## src/rtl/lpd_pkg.sv

```systemverilog
package lpd_pkg;

  // configuration write strobes from control to datapath
  typedef struct packed {
    logic wrGroup;
    logic wrAux;
  } cfgStrb_t;

  localparam logic [7:0] GROUP_RST = 8'h01;
  localparam logic [7:0] AUX_RST   = 8'h20;

  // bit positions inside the group register
  localparam int BIT_RTC  = 0;
  localparam int BIT_KBD  = 1;
  localparam int SER_LO   = 2;
  localparam int SER_N    = 4;
  localparam int FLP_LO   = 6;
  localparam int FLP_N    = 2;

  // bit positions inside the auxiliary register
  localparam int BIT_ROM  = 5;
  localparam int BIT_ALT  = 7;

  function automatic logic [15:0] serBase(input int idx);
    case (idx)
      0:       serBase = 16'h03F8;
      1:       serBase = 16'h02F8;
      2:       serBase = 16'h03E8;
      default: serBase = 16'h02E8;
    endcase
  endfunction

  function automatic logic [15:0] flpBase(input int idx);
    if (idx == 0) flpBase = 16'h03F0;
    else          flpBase = 16'h0370;
  endfunction

endpackage

```

## src/rtl/lpd_datapath.sv

```systemverilog
module lpd_datapath
  import lpd_pkg::*;
#(
  parameter int ADDR_W = 16
) (
  input  logic              clk,
  input  logic              rstN,
  input  cfgStrb_t          strb,
  input  logic              cfgSel,
  input  logic [7:0]        cfgWrData,
  input  logic              kbdLock,
  input  logic [ADDR_W-1:0] ioAddr,
  input  logic              romHit,
  output logic              posHit,
  output logic [7:0]        cfgRdData
);

  logic [7:0] groupReg;
  logic       altKbd;
  logic       romPos;
  logic [7:0] groupEff;
  logic [7:0] groupHit;

  always_ff @(posedge clk) begin
    if (!rstN) begin
      groupReg <= GROUP_RST;
      altKbd   <= AUX_RST[BIT_ALT];
      romPos   <= AUX_RST[BIT_ROM];
    end else begin
      if (strb.wrGroup) groupReg <= cfgWrData;
      if (kbdLock) groupReg[BIT_KBD] <= 1'b0;
      if (strb.wrAux) begin
        altKbd <= cfgWrData[BIT_ALT];
        romPos <= cfgWrData[BIT_ROM];
      end
    end
  end

  always_comb begin
    groupEff = groupReg;
    groupEff[BIT_KBD] = groupReg[BIT_KBD] & ~kbdLock;
  end

  // serial windows: eight consecutive ports each
  for (genvar g = 0; g < SER_N; g++) begin : gSer
    localparam logic [ADDR_W-1:0] BASE = ADDR_W'(serBase(g));
    assign groupHit[SER_LO+g] = (ioAddr[ADDR_W-1:3] == BASE[ADDR_W-1:3]);
  end

  // floppy groups: offsets 2..5 and 7 of an eight-port block
  for (genvar f = 0; f < FLP_N; f++) begin : gFlp
    localparam logic [ADDR_W-1:0] BASE = ADDR_W'(flpBase(f));
    logic blockHit;
    logic offHit;
    assign blockHit = (ioAddr[ADDR_W-1:3] == BASE[ADDR_W-1:3]);
    assign offHit   = (ioAddr[2:0] inside {3'd2, 3'd3, 3'd4, 3'd5, 3'd7});
    assign groupHit[FLP_LO+f] = blockHit & offHit;
  end

  localparam logic [ADDR_W-1:0] KBD_DATA = ADDR_W'(16'h0060);
  localparam logic [ADDR_W-1:0] KBD_CMD  = ADDR_W'(16'h0064);
  localparam logic [ADDR_W-1:0] KBD_ALTD = ADDR_W'(16'h0062);
  localparam logic [ADDR_W-1:0] KBD_ALTC = ADDR_W'(16'h0066);
  localparam logic [ADDR_W-1:0] RTC_BASE = ADDR_W'(16'h0070);

  assign groupHit[BIT_KBD] = (ioAddr == KBD_DATA) || (ioAddr == KBD_CMD) ||
                             (altKbd && ((ioAddr == KBD_ALTD) || (ioAddr == KBD_ALTC)));
  assign groupHit[BIT_RTC] = (ioAddr[ADDR_W-1:2] == RTC_BASE[ADDR_W-1:2]);

  assign posHit = (|(groupHit & groupEff)) | (romHit & romPos);

  always_comb begin
    if (cfgSel) begin
      cfgRdData = 8'h00;
      cfgRdData[BIT_ALT] = altKbd;
      cfgRdData[BIT_ROM] = romPos;
    end else begin
      cfgRdData = groupEff;
    end
  end

endmodule

```

## src/rtl/lpd_ctrl.sv

```systemverilog
module lpd_ctrl
  import lpd_pkg::*;
#(
  parameter int SUB_DELAY = 3
) (
  input  logic     clk,
  input  logic     rstN,
  input  logic     cfgWrEn,
  input  logic     cfgSel,
  input  logic     ioStrobe,
  input  logic     posHit,
  output cfgStrb_t strb,
  output logic     posClaim,
  output logic     subClaim
);

  localparam int CNT_W = $clog2(SUB_DELAY + 1);
  localparam logic [CNT_W-1:0] LOAD = CNT_W'(SUB_DELAY - 1);
  localparam logic [CNT_W-1:0] ONE  = CNT_W'(1);

  logic [CNT_W-1:0] waitCnt;
  logic             busy;
  logic             accept;

  assign strb.wrGroup = cfgWrEn & ~cfgSel;
  assign strb.wrAux   = cfgWrEn & cfgSel;

  assign busy   = (waitCnt != '0);
  assign accept = ioStrobe & ~busy;

  always_ff @(posedge clk) begin
    if (!rstN) begin
      waitCnt  <= '0;
      posClaim <= 1'b0;
      subClaim <= 1'b0;
    end else begin
      posClaim <= accept & posHit;
      subClaim <= (waitCnt == ONE);
      if (busy)                  waitCnt <= waitCnt - ONE;
      else if (accept & ~posHit) waitCnt <= LOAD;
    end
  end

endmodule

```

## src/rtl/legacy_io_decoder.sv

```systemverilog
module legacy_io_decoder
  import lpd_pkg::*;
#(
  parameter int ADDR_W    = 16,
  parameter int SUB_DELAY = 3
) (
  input  logic              clk,
  input  logic              rstN,
  input  logic              cfgSel,
  input  logic              cfgWrEn,
  input  logic [7:0]        cfgWrData,
  output logic [7:0]        cfgRdData,
  input  logic [ADDR_W-1:0] ioAddr,
  input  logic              ioStrobe,
  input  logic              romHit,
  input  logic              kbdLock,
  output logic              posClaim,
  output logic              subClaim
);

  cfgStrb_t strb;
  logic     posHit;

  lpd_ctrl #(.SUB_DELAY(SUB_DELAY)) u_ctrl (
    .clk      (clk),
    .rstN     (rstN),
    .cfgWrEn  (cfgWrEn),
    .cfgSel   (cfgSel),
    .ioStrobe (ioStrobe),
    .posHit   (posHit),
    .strb     (strb),
    .posClaim (posClaim),
    .subClaim (subClaim)
  );

  lpd_datapath #(.ADDR_W(ADDR_W)) u_dp (
    .clk       (clk),
    .rstN      (rstN),
    .strb      (strb),
    .cfgSel    (cfgSel),
    .cfgWrData (cfgWrData),
    .kbdLock   (kbdLock),
    .ioAddr    (ioAddr),
    .romHit    (romHit),
    .posHit    (posHit),
    .cfgRdData (cfgRdData)
  );

endmodule

```

## config.mk

```make
export PLATFORM = sky130hd
export DESIGN_NAME = legacy_io_decoder
export DESIGN_NICKNAME = d
export VERILOG_FILES = /design/src/rtl/lpd_pkg.sv /design/src/rtl/lpd_datapath.sv /design/src/rtl/lpd_ctrl.sv /design/src/rtl/legacy_io_decoder.sv
export SDC_FILE = /design/constraint.sdc
export NUM_CORES = 1
export LEC_CHECK = 0
export BUFFER_PORTS_ARGS = -buffer_cell sky130_fd_sc_hd__clkbuf_2
export CAP_MARGIN = 15
export CORE_ASPECT_RATIO = 0.75
export CORE_MARGIN = 2
export CORE_UTILIZATION = 39
export DETAILED_ROUTE_END_ITERATION = 8
export PLACE_DENSITY = 0.72
export SYNTH_ARGS = -nofsm -noshare
export SYNTH_HDL_FRONTEND = slang
export SYNTH_HIERARCHICAL = 1
export SYNTH_SLANG_ARGS = --single-unit
```

## constraint.sdc

```tcl
create_clock -name clk -period 1.35 [get_ports clk]
set_input_delay 0.27 -clock clk [delete_from_list [all_inputs] [get_ports clk]]
set_output_delay 0.27 -clock clk [all_outputs]
set_load 0.01 [all_outputs]
```

Yosys cells after proc, flatten, opt, wreduce, memory -nomap -nowiden:

Index checks and enable logic that the tools add are counted.

* register bits after elaboration: 14
* input port bits: 31
* word-level logic and storage cells: 53
* output and inout bits: 10

* reductions and logical operators: 9
* equal/unequal tests: 17
* add/subtract/negate cells: 1
* bitwise logic cells: 16
* muxes and demuxes: 3

Operators by type and width (number)
* 13-bit by 7-bit == test with 1-bit output, second input constant: 6
* 16-bit by 7-bit == test with 1-bit output, second input constant: 4
* 14-bit by 5-bit == test with 1-bit output, second input constant: 1
* 1-bit bitwise AND: 9
* 3-bit == test, second input constant: 3
* 8-bit bitwise AND: 1
* 8-bit two-way mux: 1
* 8-bit OR reduction: 1
* 3-bit by 2-bit == test with 1-bit output, second input constant: 2
* 1-bit NOT: 5
* 5-bit nonzero test: 1
* 2-bit two-way mux: 2
* 2-bit nonzero test: 2
* 1-bit logical OR: 3
* 2-bit by 1-bit == test with 1-bit output, second input constant: 1
* 2-bit OR reduction: 1
* 2-bit by 1-bit subtractor with 2-bit output, second input constant: 1
* 1-bit logical AND: 1
* 1-bit bitwise OR: 1

Logic depth before layout (Yosys ltp):

Gate-level depths: netlist (run 1).

* depth after elaboration: 11
* gate-level depth with buffers: 6
* gate-level depth less buffers: 6

Hierarchy:

Netlist (run 1), hierarchy kept.

Modules (own cells, without submodules)
* lpd_datapath: cells an instance 62, times used 1, area an instance 576.8 sq um, seq. area each 200.2 sq um
* lpd_ctrl: cells an instance 21, times used 1, area an instance 203.9 sq um, seq. area each 80.1 sq um

Worst setup path after synthesis (run 1):

Ideal clock, no wire load.

* kind: input-to-reg
* start point: in ioAddr[4]
* end point: reg u_ctrl.waitCnt[0]
* stages on the path: 6
* data arrival time: 1.315 ns
* path buffers: 0
* required time: 1.228 ns
* setup time: 0.122 ns
* slack: -0.087 ns
* cells stage by stage: or4b_1 > o21ai_1 > a32oi_1 > o21ai_0 > o21ai_2 > mux2i_1

* longest elaborated chain between the ends: 10
* elaborated cells on any way between the ends: 23
* those cells by class: eq/ne: 11; bitwise: 6; reduce/logical: 6

Ends and longest elaborated chain
* from (decl): line legacy_io_decoder.sv:13 `input logic [ADDR_W-1:0] ioAddr,`
* 16-bit by 7-bit == test with 1-bit output: line lpd_datapath.sv:67 `(altKbd && ((ioAddr == KBD_ALTD) || (ioAddr == KBD_ALTC)));`
* 1-bit logical OR: line lpd_datapath.sv:67
* 1-bit logical AND: line lpd_datapath.sv:67
* 1-bit logical OR: line lpd_datapath.sv:66 `assign groupHit[BIT_KBD] = (ioAddr == KBD_DATA) || (ioAddr == KBD_CMD) ||`
* 8-bit bitwise AND (*): line lpd_datapath.sv:70 `assign posHit = (|(groupHit & groupEff)) | (romHit & romPos);`
* 8-bit OR reduction (*): line lpd_datapath.sv:70
* 1-bit bitwise OR (*): line lpd_datapath.sv:70
* net posHit: line legacy_io_decoder.sv:22 `logic posHit;`
* 1-bit NOT (*): line lpd_ctrl.sv:40 `else if (accept & ~posHit) waitCnt <= LOAD;`
* 1-bit bitwise AND (*): line lpd_ctrl.sv:40
* 2-bit nonzero test (no source line) (*)
* to (signal assigned): line lpd_ctrl.sv:39 `if (busy) waitCnt <= waitCnt - ONE;`
* to (decl): line lpd_ctrl.sv:21 `logic [CNT_W-1:0] waitCnt;`

The timed path passes the listed nets; every way through them passes the cells marked *.
A chain may end at the register's enable or synchronous reset.

Worst setup path in the final report (run 1):

* start point: reg u_dp.groupReg[1]
* end point: reg u_ctrl.waitCnt[0]

* longest elaborated chain between the ends: 7

Ends and longest elaborated chain
* from (decl): line lpd_datapath.sv:18 `logic [7:0] groupReg;`
* from (signal assigned): line lpd_datapath.sv:30 `if (strb.wrGroup) groupReg <= cfgWrData;`
* 1-bit bitwise AND: line lpd_datapath.sv:41 `groupEff[BIT_KBD] = groupReg[BIT_KBD] & ~kbdLock;`
* 8-bit bitwise AND: line lpd_datapath.sv:70
* 8-bit OR reduction: line lpd_datapath.sv:70
* 1-bit bitwise OR: line lpd_datapath.sv:70
* net posHit: line legacy_io_decoder.sv:22
* 1-bit NOT: line lpd_ctrl.sv:40
* 1-bit bitwise AND: line lpd_ctrl.sv:40
* 2-bit nonzero test (no source line)

The timed path passes the listed nets, and every way through them passes these cells.

==> results of run 1 <==
==> final cells by class <==
class	instances	area (um^2)	area share
clock buffers	4	36.28	0.03345
multi-input cells	64	485.5	0.4475
repair buffers	45	237.7	0.2191
inverters	4	15.01	0.01384
flip-flops and latches	14	282.8	0.2607
well taps	22	27.53	0.02537
==> cells by family (layout without fill, tap and decap cells) <==
kind of cell / count (synthesis) / in the layout / share of synthesized area
multiplexers: 17 / 17 / 0.2211
flip-flops: 14 / 14 / 0.3590
adder cells (fa/ha/maj): 3 / 3 / 0.04808
buffers and inverters: 5 / 53 / 0.02563
AO/OA/AOI/OAI: 7 / 7 / 0.05769
AND/OR/NAND/NOR: 37 / 37 / 0.2885
==> layer usage <==
| metal | wire, um | up-vias |
|---|---|---|
| met5 | 0 | - |
| met4 | 10 | 0 |
| met3 | 182 | 2 |
| met2 | 778 | 30 |
| met1 | 804 | 315 |
| li1 | - | 390 |
==> power by group <==
part	leakage [nW]	switching, W	total [W]	internal [W]
clock	0.0210	0.000143	0.000308	0.000164
sequential	0.115	0.0000280	0.000484	0.000456
combinational	0.381	0.000129	0.000279	0.000150
total	0.517	0.000301	0.00107	0.000770
==> what timing repair did <==
action / in CTS / in global routing
resized for setup: 1 / 3
hold endpoints to repair: 0 / 0
gates cloned: 0 / 0
setup buffers: 1 / 0
endpoints found under the setup margin: 3 / 5
hold buffers: 0 / 0
pin swaps: 1 / 0
==> synth_stat cells (all sizes together) (2+ instances only) <==
library cell	n
mux2i	15
dfxtp	14
nor2b	14
nand2	7
inv	4
ha	3
o21ai	3
and2	2
mux2	2
nand3b	2
nor2	2
nor3b	2
==> cells in the final DEF (no fill, tap or decap) <==
master and instances:
and4b_1 1, mux2i_1 15, inv_1 4, nor3_1 1
clkbuf_8 1, nand3b_1 2, a21oi_1 1, mux2_2 2
nor3b_1 1, buf_4 5, a31oi_1 1, or4b_1 1
nor3b_2 1, nor4b_1 1, o21ai_2 1, dfxtp_1 12
o22ai_1 1, clkbuf_2 39, nand3_1 1, nand2_1 7
nand2b_1 1, ha_1 3, nor2_1 2, clkbuf_4 3
buf_2 1, nor2b_1 14, nor4_1 1, a32oi_1 1
o21ai_1 2, and2_1 2, and4_2 1, dfxtp_2 2
==> critical path, stage by stage (launching register included) <==
cell	delay, ps
dfxtp_2	330
or4b_1	430
o21ai_1	130
a32oi_1	90
o21ai_1	130
o21ai_2	90
mux2i_1	120
==> sequential cells by signal, summed over array words and instances, names as in the netlist <==
name	cells
u_dp/altKbd	1
u_ctrl/waitCnt	2
u_dp/groupReg	8
u_ctrl/subClaim	1
u_dp/romPos	1
u_ctrl/posClaim	1
==> through the flow <==
step	area, um^2	power, W	hold WS (ps)	setup TNS (ps)	instances
after floorplan	780.7	0.0006595	331.9	-158.3	83
after global placement	1033	0.0007631	465.9	-576.9	148
after detailed placement	1033	0.0007723	486.4	-646.1	148
after CTS	1079	0.001084	186.6	-244.8	153
after global routing	1085	0.001149	212.1	-391.2	153
final	1085	0.001070	196.0	-206.0	153
==> how the worst min path moves through the flow <==
| stage | to | from | slack, ps | cells after the start |
|---|---|---|---|---|
| floorplan | u_dp/groupReg[0] | rstN | 330 | 1 |
| global placement | u_ctrl/waitCnt[1] | u_ctrl/waitCnt[1] | 470 | 2 |
| detailed placement | u_ctrl/waitCnt[1] | u_ctrl/waitCnt[1] | 490 | 2 |
| CTS | u_dp/groupReg[0] | cfgWrData[0] | 190 | 3 |
| global route | u_dp/romPos | cfgWrData[5] | 210 | 3 |
| finish | u_dp/groupReg[0] | cfgWrData[0] | 200 | 3 |
==> reports/qor.csv, run 1 <==
metric,value,unit
status,"finished, violations left",
failing checks,setup timing,
CTS tree,yes,
crit path capture,u_ctrl/waitCnt[0],
GRT overflow,0,
most crowded layer after global routing,met2,
net total in the final layout,166,
GR Util met2,0.2500,
async set or reset register ratio after synthesis,0,
Peak Freq,0.6966,GHz
fin. max-slew vios,0,
Reg2Reg Launch Point,u_dp/groupReg[1],
Util after Layout,0.6008,
worst min path class,in2reg,
max_cap viols,0,
"wirelength, routed",1.775,mm
port bufs,40,
ant diodes,0,
Worst-path clk slew,90,ps
DRT iter0 DRCs,10,
final RePlAce weighted congestion,0.8318,
worst-margin pin slew,274.4,ps
Synth area leaders,"dfxtp_1 36%, mux2i_1 19%, nor2b_1 11%, ha_1 4.8%, nand2_1 3.4%",
share of the synthesized area in the top cell type,0.3590,
first-pass GRT wire length,2.891,mm
vias,737,
Core ar.,1805,um^2
CP startpoint,u_dp/groupReg[1],
Setup WS pre-CTS,-245.2,ps
CP Class,reg2reg,
Vias/cell,4.817,
CTS buffer count,3,
R2R depth,6,
FILL cells,163,
die area,2380,um^2
Peak VDD IR,0.5672,mV
Detailed Place HPWL,1.437,mm
met1 Use GR,0.1982,
CTS Root Cell,clkbuf_4,
Synthesized Nets,117,
Synth Cell Area,780.7,um^2
ANT nets after route,0,
synthesized area per cell,9.407,um^2
Post-synth top flop,dfxtp_1,
share of cells above drive strength 1,0.4275,
largest buffer count on any clock path,2,
post-synth top area cell,dfxtp_1,
Pwr Density,986.6,nW/um^2
RSZ-0062 raised after global routing,true,
Cells after Synth,83,
# DRC,0,
Crit. End Element,register,
vias in the first global route,691,
Worst R2R Setup Slack,-90,ps
Critical Path AT,1620,ps
Initial Util,0.4324,
met3 global-route usage,0.07317,
Hold Fails Final Rpt,0,
Worst Skew,4.987,ps
Final setup viols,3,
CTS H-tree depth,1,
Yosys cell types,27,
Rows,13,
R2R Path End,u_ctrl/waitCnt[0],
overall routing resource usage,0.1597,
LEAKAGE,0.5170,nW
"EDFF count, synth",0,
#FFs+latches synth,14,
Die Width,55.67,um
Worst EP required,1530,ps
CP Max Fanout,2,
Wirelength per Cell,11.60,um
die height,42.75,um
slew margin rel.,0.8170,
final worst path period share,1.063,
Worst setup SP type,register,
Initial DRT Pass Iterations,4,
clk_lat worst skew,290,ps
P&R area growth vs syn,38.94,%
Clock Sinks,14,
min cycle time layout,1436,ps
"Seq/Total Area, Yosys",0.3590,
number of I/O pins,41,
largest net degree at the start of global routing,17,
initial antenna violation count,0,
setup slack after layout,-85.62,ps
yosys warns,6,
Note: power is estimated with default switching activity, not from simulation.
==> run 2: changes to the inputs <==
- CELL_PAD_IN_SITES_DETAIL_PLACEMENT: not set -> 0
- CELL_PAD_IN_SITES_GLOBAL_PLACEMENT: not set -> 1
- CORE_UTILIZATION: 39 -> 28
==> reports/qor.csv, run 2 (synthesized netlist as in run 1, its figures left out) <==
metric,value,unit,change
number of I/O pins,41,,unchanged
CTS tree,yes,,
CP Class,reg2reg,,
ant diodes,0,,unchanged
worst-margin pin slew,298.1,ps,+23.62 ps
Worst-path clk slew,60,ps,-30 ps
final RePlAce weighted congestion,0.7981,,-4.1%
CTS Root Cell,clkbuf_8,,
# DRC,0,,unchanged
placed cells,162,,+9.5%
post-route insts no fill,167,,+9.2%
fin. max-slew vios,0,,unchanged
R2R depth,6,,unchanged
WHS Path Cells,3,,unchanged
Final setup viols,3,,unchanged
overall routing resource usage,0.1318,,-0.02798
Reg2Reg Launch Point,u_dp/groupReg[1],,
Util after Layout,0.4280,,-0.1729
largest buffer count on any clock path,2,,unchanged
status,"finished, violations left",,
Total Power,0.001179,W,+10%
top flop regs,"u_dp/groupReg x8, u_ctrl/waitCnt x2",,
CTS Hold Buffers Added,0,,unchanged
Critical Path AT,1600,ps,-20 ps
clk_lat worst skew,240,ps,-50 ps
Die Width,64.98,um,+17%
worst min path class,in2reg,,
Core ar.,2623,um^2,+45%
R2R Path End,u_ctrl/waitCnt[0],,
Peak Freq,0.6774,GHz,-2.7%
Wirelength per Cell,12.02,um,+3.6%
failing checks,setup timing,,
max_cap viols,0,,unchanged
P&R area growth vs syn,43.75,%,
net total in the final layout,166,,unchanged
Vias/cell,4.611,,-4.3%
worst-case hold slack,247.0,ps,+50.94 ps
ANT nets after route,0,,unchanged
Worst R2R Setup Slack,-130,ps,-40 ps
CP Max Fanout,2,,unchanged
Worst EP required,1470,ps,-60 ps
Initial Util,0.2977,,-0.1347
largest net degree at the start of global routing,17,,unchanged
CTS H-tree depth,1,,unchanged
Detailed Place HPWL,1.660,mm,+16%
CTS buffer count,3,,unchanged
hold path start,cfgWrData[0],,
Clock Sinks,14,,unchanged
setup slack after layout,-126.2,ps,-40.53 ps
Worst Skew,0.7444,ps,-4.242 ps
die area,3231,um^2,+36%
LEAKAGE,0.5253,nW,+1.6%
final worst path period share,1.093,,+0.03002
initial antenna violation count,0,,unchanged
share of cells above drive strength 1,0.4275,,unchanged
Pwr Density,1051,nW/um^2,+6.5%
Worst Hold End,u_dp/groupReg[0],,
min cycle time layout,1476,ps,+40.53 ps
first-pass GRT wire length,3.256,mm,+13%
Crit. End Element,register,,
Initial DRT Pass Iterations,4,,unchanged
Setup WS pre-CTS,-270.2,ps,-24.98 ps
Hold Fails Final Rpt,0,,unchanged
vias,770,,+4.5%
Largest register FFs,8,,unchanged
Worst setup SP type,register,,
DRT iter0 DRCs,25,,+15
"commonest non-fill, non-tap cell in the layout",clkbuf_2,,
Rows,16,,+3
GRT overflow,0,,unchanged
RSZ-0062 raised after global routing,true,,
slew margin rel.,0.8013,,-0.01575
most flop-heavy register,u_dp/groupReg,,
die height,49.73,um,+16%
port bufs,40,,unchanged
vias in the first global route,689,,-0.29%
Peak VDD IR,0.4662,mV,-18%
"wirelength, routed",2.008,mm,+13%
most frequent cells in the layout,"40 x clkbuf_2, 15 x mux2i_1, 14 x nor2b_1, 13 x dfxtp_1, 7 x nand2_1",,
[run 2: final cells by class]
| class | count | area [um^2] |
|---|---|---|
| clock buffer | 4 | 55.05 |
| fill | 279 | 1500 |
| multi-input combinational | 64 | 488.0 |
| timing repair buffer | 45 | 237.7 |
| inverter | 4 | 15.01 |
| sequential | 14 | 281.5 |
| tap | 36 | 45.04 |
[run 2: how the worst max path moves through the flow]
stage / from / to / slack [ps]
2_1_floorplan: ioAddr[4] / u_ctrl/waitCnt[0] / -70
3_3_place_gp: ioAddr[4] / u_ctrl/waitCnt[1] / -250
3_5_place_dp: ioAddr[4] / u_ctrl/waitCnt[0] / -270
4_1_cts: u_dp/groupReg[1] / u_ctrl/waitCnt[0] / -150
5_1_grt: u_dp/groupReg[1] / u_ctrl/waitCnt[0] / -190
6_report: u_dp/groupReg[1] / u_ctrl/waitCnt[0] / -130
[run 2: what timing repair did]
action                                  in CTS  in global routing
pin swaps                                    2                  1
buffers inserted                             0                  1
resized for setup                            1                  2
endpoints found under the setup margin       3                  3
[run 2: per-layer routing]
layer	vias to the layer above	part of all wire	GRT usage
met3	2	0.096	0.04338
met4	0	0.010	0.04255
met5	-	0	0
li1	388	-	-
met1	346	0.50	0.1835
met2	34	0.40	0.1907
[run 2: where the power goes]
part	switching, W	leakage (nW)	internal, W	total, W
registers	0.0000276	0.115	0.000456	0.000484
clock network	0.000140	0.0288	0.000258	0.000398
logic	0.000143	0.382	0.000154	0.000297
total	0.000311	0.525	0.000868	0.00118
[run 2: critical path, stage by stage (launching register included)]
cell and delay [ps]:
dfxtp_2 320, or4b_4 460, o21ai_2 130, a32oi_1 90, o21ai_1 130, o21ai_2 100
mux2i_1 130
[run 2: through the flow]
stage          setup TNS, ps  cell area, um^2
2_1_floorplan         -158.3            780.7
3_3_place_gp          -677.1             1051
3_5_place_dp          -717.4             1051
4_1_cts               -370.7             1107
5_1_grt               -486.4             1122
6_report              -304.9             1122
==> run 3: changes to the inputs <==
- CORE_MARGIN: 2 -> not set
==> reports/qor.csv, run 3 (synthesized netlist as in run 1, its figures left out) <==
metric,value,unit,change
status,"finished, violations left",,
failing checks,setup timing,,
top flop regs,"u_dp/groupReg x8, u_ctrl/waitCnt x2",,
final RePlAce weighted congestion,0.7659,,-4.0%
wire length on met1,1.028,mm,+3.4%
Initial DRT Pass Iterations,4,,unchanged
Worst-path clk slew,60,ps,about the same
Peak VDD IR,0.6146,mV,+32%
share of cells above drive strength 1,0.4318,,+0.004337
Reg2Reg Launch Point,u_dp/groupReg[1],,
Peak Freq,0.6786,GHz,+0.16%
P_sw,0.0003129,W,+0.54%
Core ar.,2623,um^2,unchanged
min cycle time layout,1474,ps,-2.429 ps
CTS Root Cell,clkbuf_8,,
R2R Path End,u_ctrl/waitCnt[0],,
Worst setup SP type,register,,
DRT iter0 DRCs,23,,-8.0%
number of I/O pins,41,,unchanged
area of the multi-input gates,488.0,um^2,unchanged
clk_lat worst skew,240,ps,about the same
RSZ-0062 raised after global routing,true,,
CTS buffer count,3,,unchanged
P&R area growth vs syn,44.71,%,
Initial Util,0.2977,,unchanged
Rows,16,,unchanged
Internal,0.0008675,W,about the same
"commonest non-fill, non-tap cell in the layout",clkbuf_2,,
Sequential Power Share,0.412,,+0.002
vias in the first global route,661,,-4.1%
slew margin rel.,0.8041,,+0.002771
CTS H-tree depth,1,,unchanged
worst-margin pin slew,293.9,ps,-4.156 ps
Vias/cell,4.667,,+1.2%
CP Class,reg2reg,,
Worst EP required,1480,ps,about the same
combinational power share,0.245,,-0.007
Pwr Density,1045,nW/um^2,-0.57%
fin. max-slew vios,0,,unchanged
Die Width,62.98,um,-3.1%
worst-case hold slack,253.1,ps,+6.088 ps
DR top layer,met3,,
largest net degree at the start of global routing,17,,unchanged
Worst Skew,0.6394,ps,-0.1051 ps
max_cap viols,0,,unchanged
most flop-heavy register,u_dp/groupReg,,
Worst Hold End,u_dp/groupReg[0],,
setup slack after layout,-123.7,ps,+2.429 ps
# DRC,0,,unchanged
ant diodes,0,,unchanged
Critical Path AT,1600,ps,about the same
WHS Path Cells,3,,unchanged
largest buffer count on any clock path,2,,unchanged
Wirelength per Cell,12.38,um,+2.9%
Worst R2R Setup Slack,-120,ps,about the same
most frequent cells in the layout,"40 x clkbuf_2, 15 x mux2i_1, 14 x nor2b_1, 13 x dfxtp_1, 7 x nand2_1",,
CP Max Fanout,3,,+1
die height,47.73,um,-4.0%
FILL cells,265,,-5.0%
port bufs,40,,unchanged
ANT nets after route,0,,unchanged
net total in the final layout,167,,+0.60%
met3 wire len,195,um,+1.0%
CTS tree,yes,,
Crit. End Element,register,,
Hold Fails Final Rpt,0,,unchanged
die area,3006,um^2,-7.0%
initial antenna violation count,0,,unchanged
routed wl met2,856,um,+7.1%
R2R depth,6,,unchanged
Switching Fraction,0.2651,,+0.001158
Largest register FFs,8,,unchanged
LEAKAGE,0.5301,nW,+0.91%
Final setup viols,3,,unchanged
CTS Hold Buffers Added,0,,unchanged
Detailed Place HPWL,1.644,mm,-0.96%
hold path start,cfgWrData[0],,
final worst path period share,1.092,,-0.001799
overall routing resource usage,0.1392,,+0.007430
Reg area,281.5,um^2,unchanged
Clk pwr share,0.343,,+0.005
first-pass GRT wire length,3.125,mm,-4.0%
vias,784,,+1.8%
"wirelength, routed",2.079,mm,+3.5%
post-route insts no fill,168,,+0.60%
Util after Layout,0.4308,,+0.002863
placed cells,163,,+0.62%
GRT overflow,0,,unchanged
Clock Sinks,14,,unchanged
worst min path class,in2reg,,
[run 3: cell types whose count changed in the layout (fill, tap and decap cells not counted), sizes merged]
cell  delta
buf      +1
[run 3: worst max-delay path, cell delays in order, from the launching register on]
cell and delay, ps:
dfxtp_2 340, or4b_4 460, o21ai_2 120, a32oi_1 90
o21ai_1 130, o21ai_2 100, mux2i_1 120
[run 3: power groups by stage]
stage	sequential, W	clock [W]	combinational (W)
after floorplan	0.000489	0	0.000170
after global placement	0.000493	0	0.000280
after detailed placement	0.000496	0	0.000287
after CTS	0.000487	0.000420	0.000289
after global routing	0.000493	0.000437	0.000329
final	0.000486	0.000405	0.000289
[run 3: worst max-delay path by stage]
stage / start / depth (start not counted) / end / slack (ps)
floorplan: ioAddr[4] / 6 / u_ctrl/waitCnt[0] / -70
global placement: ioAddr[4] / 7 / u_ctrl/waitCnt[1] / -240
detailed placement: ioAddr[4] / 7 / u_ctrl/waitCnt[0] / -260
CTS: u_dp/groupReg[1] / 6 / u_ctrl/waitCnt[0] / -130
global route: u_dp/groupReg[1] / 6 / u_ctrl/waitCnt[0] / -210
finish: u_dp/groupReg[1] / 6 / u_ctrl/waitCnt[0] / -120
[run 3: metrics by stage]
step	worst slack, ps	instance area (um^2)	total power, W	TNS (ps)
detailed placement	-260.4	1059	0.0007826	-695.5
global placement	-242.0	1059	0.0007727	-665.2
CTS	-133.6	1115	0.001197	-331.5
global route	-205.8	1130	0.001259	-541.0
floorplan	-71.97	780.7	0.0006595	-158.3
finish	-123.7	1130	0.001180	-307.2
[run 3: repair_timing]
| action | 4_1_cts | 5_1_grt |
|---|---|---|
| gates resized for setup | 1 | 2 |
| pin swaps | 1 | 0 |
| endpoints found under the setup margin | 3 | 3 |
| buffers inserted | 0 | 1 |
[run 3: layout make-up]
class	count	share of cell area
multi-input combinational	64	0.4319
clock buffer	4	0.04873
sequential	14	0.2492
timing repair buffer	46	0.2171
inverter	4	0.01329
tap	36	0.03987
[run 3: layer usage]
layer / vias to the layer above / global-route usage
met5: - / 0
met4: 0 / 0.04186
met3: 0 / 0.04762
met2: 33 / 0.2129
met1: 362 / 0.1875
li1: 389 / -
